File: src/rtl/mce_pkg.sv
package mce_pkg;
  localparam int REF_W  = 4;
  localparam int MAC_W  = 48;
  localparam int IP_W   = 32;
  localparam int STAT_W = 16;
  localparam int LEN_W  = 16;

  typedef enum logic {ST_IDLE, ST_ISSUE} mce_state_e;

  function automatic logic [REF_W-1:0] count_bits(input logic [31:0] v);
    logic [REF_W-1:0] n;
    n = '0;
    for (int i = 0; i < 32; i++) n = n + REF_W'(v[i]);
    return n;
  endfunction
endpackage

File: src/rtl/mce_mac_form.sv
module mce_mac_form
  import mce_pkg::*;
#(
  parameter logic [23:0] GROUP_OUI = 24'h01005E
) (
  input  logic             mcast,
  input  logic [IP_W-1:0]  ip_dst,
  input  logic [MAC_W-1:0] nh_mac,
  output logic [MAC_W-1:0] mac
);
  // Group MAC keeps 23 low address bits; bit 23 of the MAC is forced low.
  always_comb begin
    if (mcast) mac = {GROUP_OUI, 1'b0, ip_dst[22:0]};
    else       mac = nh_mac;
  end
endmodule

File: src/rtl/mce_low_pick.sv
module mce_low_pick #(
  parameter int N  = 10,
  parameter int IW = 4
) (
  input  logic [N-1:0]  vec,
  output logic          any,
  output logic [N-1:0]  onehot,
  output logic [IW-1:0] idx
);
  genvar g;
  generate
    for (g = 0; g < N; g++) begin : g_sel
      if (g == 0) begin : g_first
        assign onehot[g] = vec[0];
      end else begin : g_rest
        assign onehot[g] = vec[g] & ~(|vec[g-1:0]);
      end
    end
  endgenerate

  assign any = |vec;

  always_comb begin
    idx = '0;
    for (int i = 0; i < N; i++)
      if (onehot[i]) idx = idx | IW'(i);
  end
endmodule

File: src/rtl/mce_copy_engine.sv
module mce_copy_engine
  import mce_pkg::*;
#(
  parameter int HANDLE_W = 24,
  parameter int QID_W    = 17,
  parameter int NUM_OUT  = 5,
  parameter int NUM_PLUG = 5
) (
  input  logic                   clk,
  input  logic                   rst,
  input  logic                   in_valid,
  output logic                   in_ready,
  input  logic                   in_mcast,
  input  logic                   in_mac_ok,
  input  logic [NUM_OUT+NUM_PLUG-1:0] in_copy_vec,
  input  logic [$clog2(NUM_OUT+NUM_PLUG)-1:0] in_port,
  input  logic [HANDLE_W-1:0]    in_handle,
  input  logic [QID_W-1:0]       in_qid,
  input  logic [STAT_W-1:0]      in_stats,
  input  logic [LEN_W-1:0]       in_len,
  input  logic [MAC_W-1:0]       in_nh_mac,
  input  logic [IP_W-1:0]        in_ip_dst,
  output logic                   dw_valid,
  output logic [HANDLE_W-1:0]    dw_handle,
  output logic [REF_W-1:0]       dw_refcnt,
  output logic [MAC_W-1:0]       dw_mac,
  output logic                   eq_valid,
  input  logic                   eq_ready,
  output logic [HANDLE_W-1:0]    eq_handle,
  output logic [QID_W-1:0]       eq_qid,
  output logic [STAT_W-1:0]      eq_stats,
  output logic [LEN_W-1:0]       eq_len,
  output logic [$clog2(NUM_OUT+NUM_PLUG)-1:0] eq_port
);
  localparam int DEST   = NUM_OUT + NUM_PLUG;
  localparam int PORT_W = $clog2(DEST);

  mce_state_e          state;
  logic [DEST-1:0]     rem;
  logic [DEST-1:0]     vec_eff;
  logic [MAC_W-1:0]    mac_now;
  logic [HANDLE_W-1:0] hold_handle;
  logic [QID_W-1:0]    hold_qid;
  logic [STAT_W-1:0]   hold_stats;
  logic [LEN_W-1:0]    hold_len;
  logic                pick_any;
  logic [DEST-1:0]     pick_sel;
  logic [PORT_W-1:0]   pick_idx;

  // Unicast folds into the same vector as a single-bit destination set.
  always_comb begin
    if (in_mcast)
      vec_eff = in_copy_vec;
    else if (in_mac_ok && (32'(in_port) < DEST))
      vec_eff = {{(DEST-1){1'b0}}, 1'b1} << in_port;
    else
      vec_eff = '0;
  end

  mce_mac_form u_mac (
    .mcast  (in_mcast),
    .ip_dst (in_ip_dst),
    .nh_mac (in_nh_mac),
    .mac    (mac_now)
  );

  mce_low_pick #(.N(DEST), .IW(PORT_W)) u_pick (
    .vec    (rem),
    .any    (pick_any),
    .onehot (pick_sel),
    .idx    (pick_idx)
  );

  assign in_ready = (state == ST_IDLE);

  always_ff @(posedge clk) begin
    if (rst) begin
      state       <= ST_IDLE;
      rem         <= '0;
      dw_valid    <= 1'b0;
      dw_handle   <= '0;
      dw_refcnt   <= '0;
      dw_mac      <= '0;
      eq_valid    <= 1'b0;
      eq_handle   <= '0;
      eq_qid      <= '0;
      eq_stats    <= '0;
      eq_len      <= '0;
      eq_port     <= '0;
      hold_handle <= '0;
      hold_qid    <= '0;
      hold_stats  <= '0;
      hold_len    <= '0;
    end else begin
      dw_valid <= 1'b0;
      case (state)
        ST_IDLE: begin
          if (in_valid && (vec_eff != '0)) begin
            state       <= ST_ISSUE;
            rem         <= vec_eff;
            dw_valid    <= 1'b1;
            dw_handle   <= in_handle;
            dw_refcnt   <= count_bits(32'(vec_eff));
            dw_mac      <= mac_now;
            hold_handle <= in_handle;
            hold_qid    <= in_qid;
            hold_stats  <= in_stats;
            hold_len    <= in_len;
          end
        end
        default: begin
          if (!eq_valid || eq_ready) begin
            if (pick_any) begin
              eq_valid  <= 1'b1;
              eq_port   <= pick_idx;
              eq_qid    <= (32'(pick_idx) >= NUM_OUT) ? '0 : hold_qid;
              eq_handle <= hold_handle;
              eq_stats  <= hold_stats;
              eq_len    <= hold_len;
              rem       <= rem & ~pick_sel;
            end else begin
              eq_valid <= 1'b0;
              state    <= ST_IDLE;
            end
          end
        end
      endcase
    end
  end

  // descriptor write is followed by the first copy
  p_desc_then_copy_r5: assert property (@(posedge clk) disable iff (rst)
    dw_valid |=> eq_valid);
  // a packet's first copy is always preceded by its descriptor write
  p_copy_after_desc_r5: assert property (@(posedge clk) disable iff (rst)
    $rose(eq_valid) |-> $past(dw_valid));
  // reference count lies within the destination count
  p_refcnt_range_r4: assert property (@(posedge clk) disable iff (rst)
    dw_valid |-> (dw_refcnt != '0) && (32'(dw_refcnt) <= DEST));
  // plugin copies carry a zero queue ID
  p_plugin_qid_r6: assert property (@(posedge clk) disable iff (rst)
    (eq_valid && (32'(eq_port) >= NUM_OUT)) |-> (eq_qid == '0));
  // a stalled record holds steady
  p_hold_r10: assert property (@(posedge clk) disable iff (rst)
    (eq_valid && !eq_ready) |=> (eq_valid && $stable(eq_port)
      && $stable(eq_handle) && $stable(eq_qid)));
  // no acceptance while copies are outstanding
  p_busy_r11: assert property (@(posedge clk) disable iff (rst)
    eq_valid |-> !in_ready);
  // successive copies go to strictly rising indices
  p_ascend_r2: assert property (@(posedge clk) disable iff (rst)
    (eq_valid && eq_ready) |=> (!eq_valid || (eq_port > $past(eq_port))));
endmodule

File: config.mk
export PLATFORM = sky130hd
export DESIGN_NAME = mce_copy_engine
export DESIGN_NICKNAME = d
export VERILOG_FILES = /design/src/rtl/mce_pkg.sv /design/src/rtl/mce_mac_form.sv /design/src/rtl/mce_low_pick.sv /design/src/rtl/mce_copy_engine.sv
export SDC_FILE = /design/constraint.sdc
export NUM_CORES = 1
export LEC_CHECK = 0
export ABC_AREA = 1
export BUFFER_PORTS_ARGS = -buffer_cell sky130_fd_sc_hd__buf_2
export CAP_MARGIN = 20
export CORE_ASPECT_RATIO = 0.9
export CORE_UTILIZATION = 40
export CTS_CLUSTER_DIAMETER = 80
export DETAILED_ROUTE_END_ITERATION = 6
export PLACE_DENSITY_LB_ADDON = 0.12
export SLEW_MARGIN = 20
export SYNTH_ARGS = -nofsm -noshare
export SYNTH_HDL_FRONTEND = slang
export SYNTH_SLANG_ARGS = --single-unit
File: constraint.sdc
create_clock -name clk -period 7.28 [get_ports clk]
set_input_delay 0.728 -clock clk [delete_from_list [all_inputs] [get_ports clk]]
set_output_delay 0.728 -clock clk [all_outputs]
set_load 0.01 [all_outputs]
==> flow_summary.ini, run 1 <==
[timing]
fin_worst_skew_ns = 0.00826
min_period_over_period_pct = 57.0
relSlewSlack_pct = 33.7
finalHoldViolCount = 0
fmax_mhz = 241
rsz0062_at_grt = false
setup_viol = 0
drv_slew = 0
worstMarginPinSlew_ns = 0.995
finalSetupTns_ns = 0
period_needed_ns = 4.15

[yosys]
yosys.cell_types.count = 33
syn-cell-area_um2 = 8670
avgSynthCellArea_um2 = 7.38
yosys_warnings = 0
synth-seq-cells = 215
syn_nets = 1358
synth_seq_area_share_pct = 49.6
synth_cells = 1176

[setup_path]
worstPathArrival_ns = 4.59
critPathKind = in2reg
required_ns = 7.72
critPathMaxFanout = 87
cp-start-kind = input pin
endpoint_kind = flip-flop

[routing]
antenna_left = 0
firstDrtPassIters = 5
drc_errors = 0
wl_per_cell_um = 13.8
vias = 8352
avgViaCountPerCell = 4.79
dr.first_iter.drc_count = 509
routed_wl_um = 24000

[cts]
clk_pin_slew_ns = 0.06
cts_tree = built
post_cts_buffers = 0
post_cts_resized = 0
cts_root_buf = clkbuf_16
cts_sinks = 215
cts_hold_buf = 0
clock_latency_ns = 0.50
cts_buffers = 23
cts-htree-levels = 1
cts_buffer_depth = 3

[floorplanning]
rows = 50
dieArea_um2 = 22300
initial_core_util_pct = 41.3
fp.dieH_um = 142
die_width_um = 157
io_pins = 329
core_area_um2 = 21000

[cells_and_area]
area_growth_pct = 26.7
finalNetCount = 1626
antennaDiodeCount = 0
layout-drive-gt1-share_pct = 26.1

[grt]
grt_pass1_vias = 7682
grt_max_degree = 107
antenna_found_initial = 2
grt_overflow = 0
track_usage_pct = 21.2
grt_pass1_wl_um = 38400

[power_and_ir_drop]
report.power.total_mw = 3.23
p_leak_nw = 5.58
irDropWorstVdd_uv = 139
cellPowerDensity_nw_per_um2 = 294

[outcome]
outcome = finished clean

[place]
hpwl_um = 15300
gp_congestion = 0.793
io_buffers = 319

[job]
drv_cap = 0

[worst_hold_path]
holdCritPathClass = in2reg
-- final cells by class --
cell class / instances / area [um2]
tap: 286 / 358
sequential: 215 / 4300
clock buffer: 36 / 704
timing repair buffer: 326 / 1650
fill: 2202 / 10000
inverter: 43 / 166
clock inverter: 4 / 70.1
multi-input combinational: 835 / 3740
-- layer usage --
layer  part of all wire (%)  track usage (%)
met1                     46             27.3
met2                     45             35.1
met3                    7.2             5.28
met4                    2.5             6.29
met5                  0.042                0
-- power by group --
part           total (mW)  switching (mW)  internal (mW)  leakage [nW]
logic               0.652           0.413          0.238          3.42
registers            1.39          0.0719           1.32          1.77
clock network        1.19           0.459          0.730         0.383
-- registers in the layout, summed over array words and instances (netlist names), 10 cells and up --
signal       flops
eq_stats        16
hold_qid        17
hold_len        16
eq_handle       24
dw_mac          48
rem             10
hold_handle     24
hold_stats      16
eq_len          16
eq_qid          17
-- critical path: stages --
cell and delay [ns]:
buf_2 0.35, nor3_1 0.35, nand2_1 0.08, o21ai_0 0.28, inv_1 0.13, ha_1 0.20, inv_1 0.05, nor2_1 0.04
nand2_1 0.07, nor2_1 0.05, nand2_2 0.08, nand2_4 0.49, buf_4 0.58, nor2_2 0.80, nand3_1 0.17, nand2_1 0.12
-- cell usage in the layout, fill, tap and decap left out, types with 2 or more instances in the layout --
master / count
dfxtp_1: 215
ha_1: 3
nor2_1: 364
o21ai_1: 57
buf_4: 7
clkbuf_16: 23
a21oi_1: 30
nand3_1: 72
nand4_1: 2
inv_4: 2
clkbuf_1: 5
a31oi_1: 3
o21ai_0: 130
or2_2: 6
nand2_2: 4
nor3_1: 4
inv_1: 39
o22ai_1: 3
bufinv_16: 2
clkbuf_8: 8
nand2_1: 135
clkinv_2: 2
nand3b_1: 2
nor2_2: 5
o21a_1: 2
buf_2: 319
fa_1: 6
-- worst paths after layout --
path                                              start                      end  slack, ns  cells past startpoint
worst min register to register  dw_mac[37]$_SDFFE_PP0P_  dw_mac[37]$_SDFFE_PP0P_       0.47                      2
worst min-delay path                      in_nh_mac[44]  dw_mac[44]$_SDFFE_PP0P_       0.45                      3
worst max register to register         state$_SDFF_PP0_  dw_mac[36]$_SDFFE_PP0P_       4.24                      6
worst max-delay path                           in_mcast  dw_mac[36]$_SDFFE_PP0P_       3.13                     16
-- through the flow --
stage | worst slack, ns | instance area [um2] | instances | utilization (%) | hold WS [ns]
floorplan | 3.13 | 8670 | 1176 | - | 0.455
global placement | 2.58 | 10200 | 1705 | 48.6 | 0.456
detailed placement | 2.58 | 10200 | 1705 | 48.6 | 0.458
CTS | 3.09 | 11000 | 1745 | 52.3 | 0.430
global route | 2.71 | 11000 | 1745 | 52.3 | 0.436
finish | 3.13 | 11000 | 1745 | 52.3 | 0.445
-- cell usage after synthesis --
cell type	n	area, um2
clkbuf_1	42	158
ha_1	3	37.5
nand4_1	2	12.5
inv_4	1	6.26
clkinv_1	1	3.75
nor3_1	4	20.0
xor2_1	1	8.76
inv_1	41	154
nor3_2	1	10.0
nand3_1	72	360
buf_1	1	3.75
nand2_4	1	11.3
dfxtp_1	215	4300
buf_6	14	158
or2_2	6	37.5
o211a_1	1	10.0
nand2_1	135	507
o22ai_1	3	18.8
o21ai_1	56	280
nand2_2	4	25.0
a32oi_1	1	8.76
nand3b_1	2	15.0
o21ai_0	131	656
nor2_2	5	31.3
a21oi_1	30	150
o21a_1	2	15.0
o31ai_1	1	7.51
o211ai_1	1	7.51
fa_1	6	120
a31oi_1	3	18.8
buf_2	17	85.1
buf_4	9	67.6
nor2_1	364	1370
-- logic make-up after synthesis --
family | share of synthesized area (%)
AND/OR/NAND/NOR | 27.6
AO/OA/AOI/OAI | 13.5
flip-flops | 49.6
buffers and inverters | 7.33
adder cells (fa/ha/maj) | 1.82
XOR/XNOR | 0.101
Power figures use the tool's default switching activity.
==> inputs of run 2 (changes only) <==
==> constraint.sdc (replaced) <==
create_clock -name clk -period 3.7 [get_ports clk]
set_input_delay 0.37 -clock clk [delete_from_list [all_inputs] [get_ports clk]]
set_output_delay 0.37 -clock clk [all_outputs]
set_load 0.01 [all_outputs]
==> flow_summary.ini, run 2 (synthesis results as in run 1) <==
[cts]
cts_root_buf = clkbuf_16
cts_buffers = 23
cts_buffer_depth = 3
post_cts_buffers = 0
cts_tree = built
clock_latency_ns = 0.51
clk_pin_slew_ns = 0.06
cts_sinks = 215
cts-htree-levels = 1
cts_hold_buf = 0
post_cts_resized = 0

[power_and_ir_drop]
p_int_mw = 4.46
comb_power_share_pct = 20.9
switching_share_pct = 29.8
cellPowerDensity_nw_per_um2 = 568
switchingPower_mw = 1.89
seq_power_share_pct = 43.0
p_leak_nw = 5.70
power.share.clock_pct = 36.1
irDropWorstVdd_uv = 263

[timing]
min_period_over_period_pct = 89.7
whs_ns = 0.0877
rsz0062_at_grt = false
fmax_mhz = 301
worstMarginPinSlew_ns = 0.928
relSlewSlack_pct = 38.1
finalHoldViolCount = 0
drv_slew = 0
worst_slack_ns = 0.381
fin_worst_skew_ns = 0.0140
setup_viol = 0
period_needed_ns = 3.32

[place]
hpwl_um = 16000
pre_cts_ws_ns = -0.148
io_buffers = 319
placedInstanceArea_um2 = 10400
gp_congestion = 0.810
dp_cells = 1728

[setup_path]
worstPathArrival_ns = 3.71
critPathMaxFanout = 4
endpoint_kind = flip-flop
startpoint = in_port[1]
critPathMaxStageDelay_ns = 0.56
r2r_setup_slack_ns = 1.03
cp-start-kind = input pin
crit_chain = buf_2 -> o21ai_1 -> nand2_2 -> inv_1 -> nand2_1 -> o21ai_1 -> inv_1 -> fa_1 -> inv_1 -> fa_1 -> fa_1 -> ha_1 -> inv_1 -> fa_1 -> xor2_1 -> o21ai_1 -> nor2_1
cp_top_family = adder cells
worstReg2RegStart = rem[0]$_SDFFE_PP0P_
required_ns = 4.09
cp_num_buf_inv = 5
slowest_stage = fa_1
critPathKind = in2reg

[routing]
vias = 8438
antenna_left = 0
routed_wl_um = 24900
wl_per_cell_um = 14.0
avgViaCountPerCell = 4.77
dr.first_iter.drc_count = 473
drc_errors = 0
firstDrtPassIters = 5

[floorplanning]
die_width_um = 157
core_area_um2 = 21000
io_pins = 329
fp.dieH_um = 142
rows = 50
initial_core_util_pct = 41.3
dieArea_um2 = 22300

[cells_and_area]
stdcell_count = 1770
finalNetCount = 1649
layout_common_cells = 364 x nor2_1, 319 x buf_2, 215 x dfxtp_1
largest_registers = dw_mac (48), eq_handle (24), hold_handle (24)
multi_input_area_um2 = 3750
largest_register = dw_mac
area_growth_pct = 29.0
mostFrequentLayoutCell = nor2_1
seqCellArea_um2 = 4300
fin_area_um2 = 11200
finish.utilization_pct = 53.2
nFillCells = 2160
largest_reg_flops = 48
layout-drive-gt1-share_pct = 27.3

[worst_hold_path]
hold_start = in_nh_mac[43]
holdCritPathClass = in2reg

[grt]
grt_pass1_vias = 7611
gr-usage-met2_pct = 34.7
grt_pass1_wl_um = 39100
grtUsageMet3_pct = 5.93
antenna_found_initial = 3
track_usage_pct = 21.8
globalRoute.busiestLayer = met2
use_met1_pct = 28.7
grt_overflow = 0
grt_max_degree = 141

[job]
drv_cap = 0

[outcome]
outcome = finished clean
[run 2: changes by cell type in the layout (fill, tap and decap cells not counted)]
cell,delta
buf_4,+20
buf_12,+3
bufinv_16,-1
clkbuf_1,+1
clkinv_2,+1
diode_2,+1
nor3_1,-1
nor3_2,+1
o21ai_0,-1
o21ai_1,+1
[run 2: per-layer routing]
layer	share of wire, %	wire (um)
met1	46	11400
met2	45	11100
met3	7.7	1920
met4	2.0	486
met5	0.092	23
[run 2: worst reg2reg max path: cells and delay by family (launching register included)]
family          cells  cell delay (ns)
buf+inv             2             1.12
simple gates        8             1.07
flops               1             0.33
compound gates      1             0.11
[run 2: through the flow]
step / power, mW / TNS [ns]
final: 6.35 / 0
after global routing: 6.71 / 0
after CTS: 6.42 / 0
after detailed placement: 4.12 / -0.231
after global placement: 4.10 / -0.0825
after floorplan: 3.62 / 0
[run 2: cell type report]
type                    count  share of cell area, %
repair buffers            349                   16.6
diodes                      1                 0.0224
well taps                 286                   3.20
multi-input cells         835                   33.5
inverters                  43                   1.49
clock buffers              37                   6.33
flip-flops and latches    215                   38.5
clock inverters             4                  0.403
[run 2: worst paths after layout]
kind | end | cells after the start
hold / removal | dw_mac[43]$_SDFFE_PP0P_ | 3
hold reg to reg | dw_mac[41]$_SDFFE_PP0P_ | 2
setup reg to reg | eq_port[3]$_SDFFE_PP0P_ | 11
setup / recovery | dw_refcnt[2]$_SDFFE_PP0P_ | 17
[run 2: power by group through the flow]
stage	logic (mW)	clock network, mW	registers, mW
floorplan	0.752	0	2.87
global placement	1.32	0	2.77
detailed placement	1.34	0	2.78
CTS	1.34	2.35	2.73
global route	1.50	2.44	2.77
finish	1.33	2.29	2.73
==> inputs of run 3 (changes only) <==
==> constraint.sdc (replaced) <==
create_clock -name clk -period 2.9 [get_ports clk]
set_input_delay 0.29 -clock clk [delete_from_list [all_inputs] [get_ports clk]]
set_output_delay 0.29 -clock clk [all_outputs]
set_load 0.01 [all_outputs]
==> flow_summary.ini, run 3 (synthesis results as in run 1) <==
[setup_path]
worstReg2RegStart = rem[0]$_SDFFE_PP0P_
cp_num_buf_inv = 5
r2r_setup_slack_ns = 0.62
crit_path_end = dw_refcnt[1]$_SDFFE_PP0P_
r2r_cells = 11
endpoint_kind = flip-flop
startpoint = in_port[1]
required_ns = 3.33
cp_top_family = adder cells
cp.depth = 17
worstPathArrival_ns = 3.35
slowest_stage = fa_2
crit_chain = buf_8 -> o21ai_4 -> nand2_4 -> inv_2 -> nand2_2 -> o21ai_2 -> inv_2 -> fa_1 -> inv_2 -> fa_2 -> fa_1 -> ha_4 -> inv_2 -> fa_2 -> nand2_1 -> nand2_1 -> nor2_1
critPathMaxFanout = 5
cp-start-kind = input pin
crit_top_cell = inv_2
r2r_end = rem[7]$_SDFFE_PP0P_
critPathMaxStageDelay_ns = 0.52
critPathKind = in2reg

[routing]
dr.first_iter.drc_count = 458
routed_wl_um = 25400
drc_errors = 0
firstDrtPassIters = 4
avgViaCountPerCell = 4.77
antenna_left = 0
vias = 8610
wl_per_cell_um = 14.1

[cts]
cts_sinks = 215
cts_root_buf = clkbuf_16
cts-htree-levels = 1
clock_latency_ns = 0.50
cts_buffers = 23
cts_tree = built
cts_buffer_depth = 3
clk_pin_slew_ns = 0.06

[timing]
setup_viol = 2
worst_slack_ns = -0.0283
period_needed_ns = 2.93
drv_slew = 0
finalHoldViolCount = 0
worstMarginPinSlew_ns = 0.854
rsz0062_at_grt = true
fmax_mhz = 341
relSlewSlack_pct = 43.0
fin_worst_skew_ns = 0.0204
finalSetupTns_ns = -0.0468
whs_ns = 0.0257
min_period_over_period_pct = 101

[power_and_ir_drop]
report.power.total_mw = 8.20
irDropWorstVdd_uv = 386
cellPowerDensity_nw_per_um2 = 701
switching_share_pct = 29.6
p_leak_nw = 5.92
switchingPower_mw = 2.42
p_int_mw = 5.78
power.share.clock_pct = 35.2
comb_power_share_pct = 22.2
seq_power_share_pct = 42.6

[place]
io_buffers = 319
hpwl_um = 16500
gp_congestion = 0.807
pre_cts_ws_ns = -0.628
placedInstanceArea_um2 = 10600
dp_cells = 1734

[cells_and_area]
mostFrequentLayoutCell = nor2_1
largest_registers = dw_mac (48), eq_handle (24), hold_handle (24)
largest_register = dw_mac
nFillCells = 2071
fin_area_um2 = 11700
layout_common_cells = 363 x nor2_1, 315 x buf_2, 215 x dfxtp_1
layout-drive-gt1-share_pct = 29.1
area_growth_pct = 35.0
finalNetCount = 1684
largest_reg_flops = 48
stdcell_count = 1804
finish.utilization_pct = 55.7

[outcome]
violations = setup timing
outcome = finished with violations

[grt]
track_usage_pct = 22.0
grt_pass1_wl_um = 39800
antenna_found_initial = 3
grt_pass1_vias = 7957
grt_max_degree = 96
grt_overflow = 0

[floorplanning]
io_pins = 329
die_width_um = 157
dieArea_um2 = 22300
rows = 50
initial_core_util_pct = 41.3
fp.dieH_um = 142
core_area_um2 = 21000

[worst_hold_path]
holdCritPathClass = in2reg

[job]
drv_cap = 0
[run 3: worst register-to-register path: cells and delay by family (launching register included)]
family / cells / cell delay (ns)
simple gates: 9 / 1.13
buf+inv: 2 / 0.70
flops: 1 / 0.33
[run 3: worst min-delay path by stage]
stage / start / end / slack, ns / cells past startpoint
after floorplan: rst / eq_valid$_SDFFE_PP0P_ / 0.36 / 1
after global routing: in_len[11] / hold_len[11]$_SDFFE_PP0P_ / 0.01 / 3
after global placement: dw_mac[31]$_SDFFE_PP0P_ / dw_mac[31]$_SDFFE_PP0P_ / 0.46 / 2
final: in_nh_mac[41] / dw_mac[41]$_SDFFE_PP0P_ / 0.03 / 3
after detailed placement: dw_mac[35]$_SDFFE_PP0P_ / dw_mac[35]$_SDFFE_PP0P_ / 0.46 / 2
after CTS: in_nh_mac[38] / dw_mac[38]$_SDFFE_PP0P_ / 0.001 / 3
[run 3: repair_timing]
item | 4_1_cts | 5_1_grt
endpoints found under the hold margin | 9 | 0
pin swaps | 8 | 3
buffers inserted | 16 | 2
cloned | 0 | 2
resized for setup | 12 | 24
hold buffers | 9 | 0
endpoints found under the setup margin | 2 | 123
[run 3: cell type report]
type / count / area, um2 / share of cell area [%]
timing repair buffer: 384 / 2300 / 19.7
clock buffer: 34 / 657 / 5.61
clock inverter: 6 / 80.1 / 0.684
antenna: 1 / 2.50 / 0.0214
tap: 286 / 358 / 3.06
multi-input combinational: 835 / 3830 / 32.7
inverter: 43 / 176 / 1.51
sequential: 215 / 4300 / 36.8
[run 3: metal layers]
metal | vias to the layer above | part of all wire, % | track usage (%)
met5 | - | 0.090 | 0
met4 | 4 | 2.0 | 5.62
met3 | 40 | 7.1 | 5.56
met2 | 248 | 47 | 37.5
met1 | 3896 | 44 | 27.6
li1 | 4422 | - | -
[run 3: power by group through the flow]
stage	combinational [mW]	sequential, mW	clock (mW)
finish	1.82	3.49	2.89
detailed placement	1.74	3.55	0
CTS	1.79	3.49	2.97
global placement	1.73	3.54	0
floorplan	0.973	3.66	0
global route	2.05	3.54	3.08
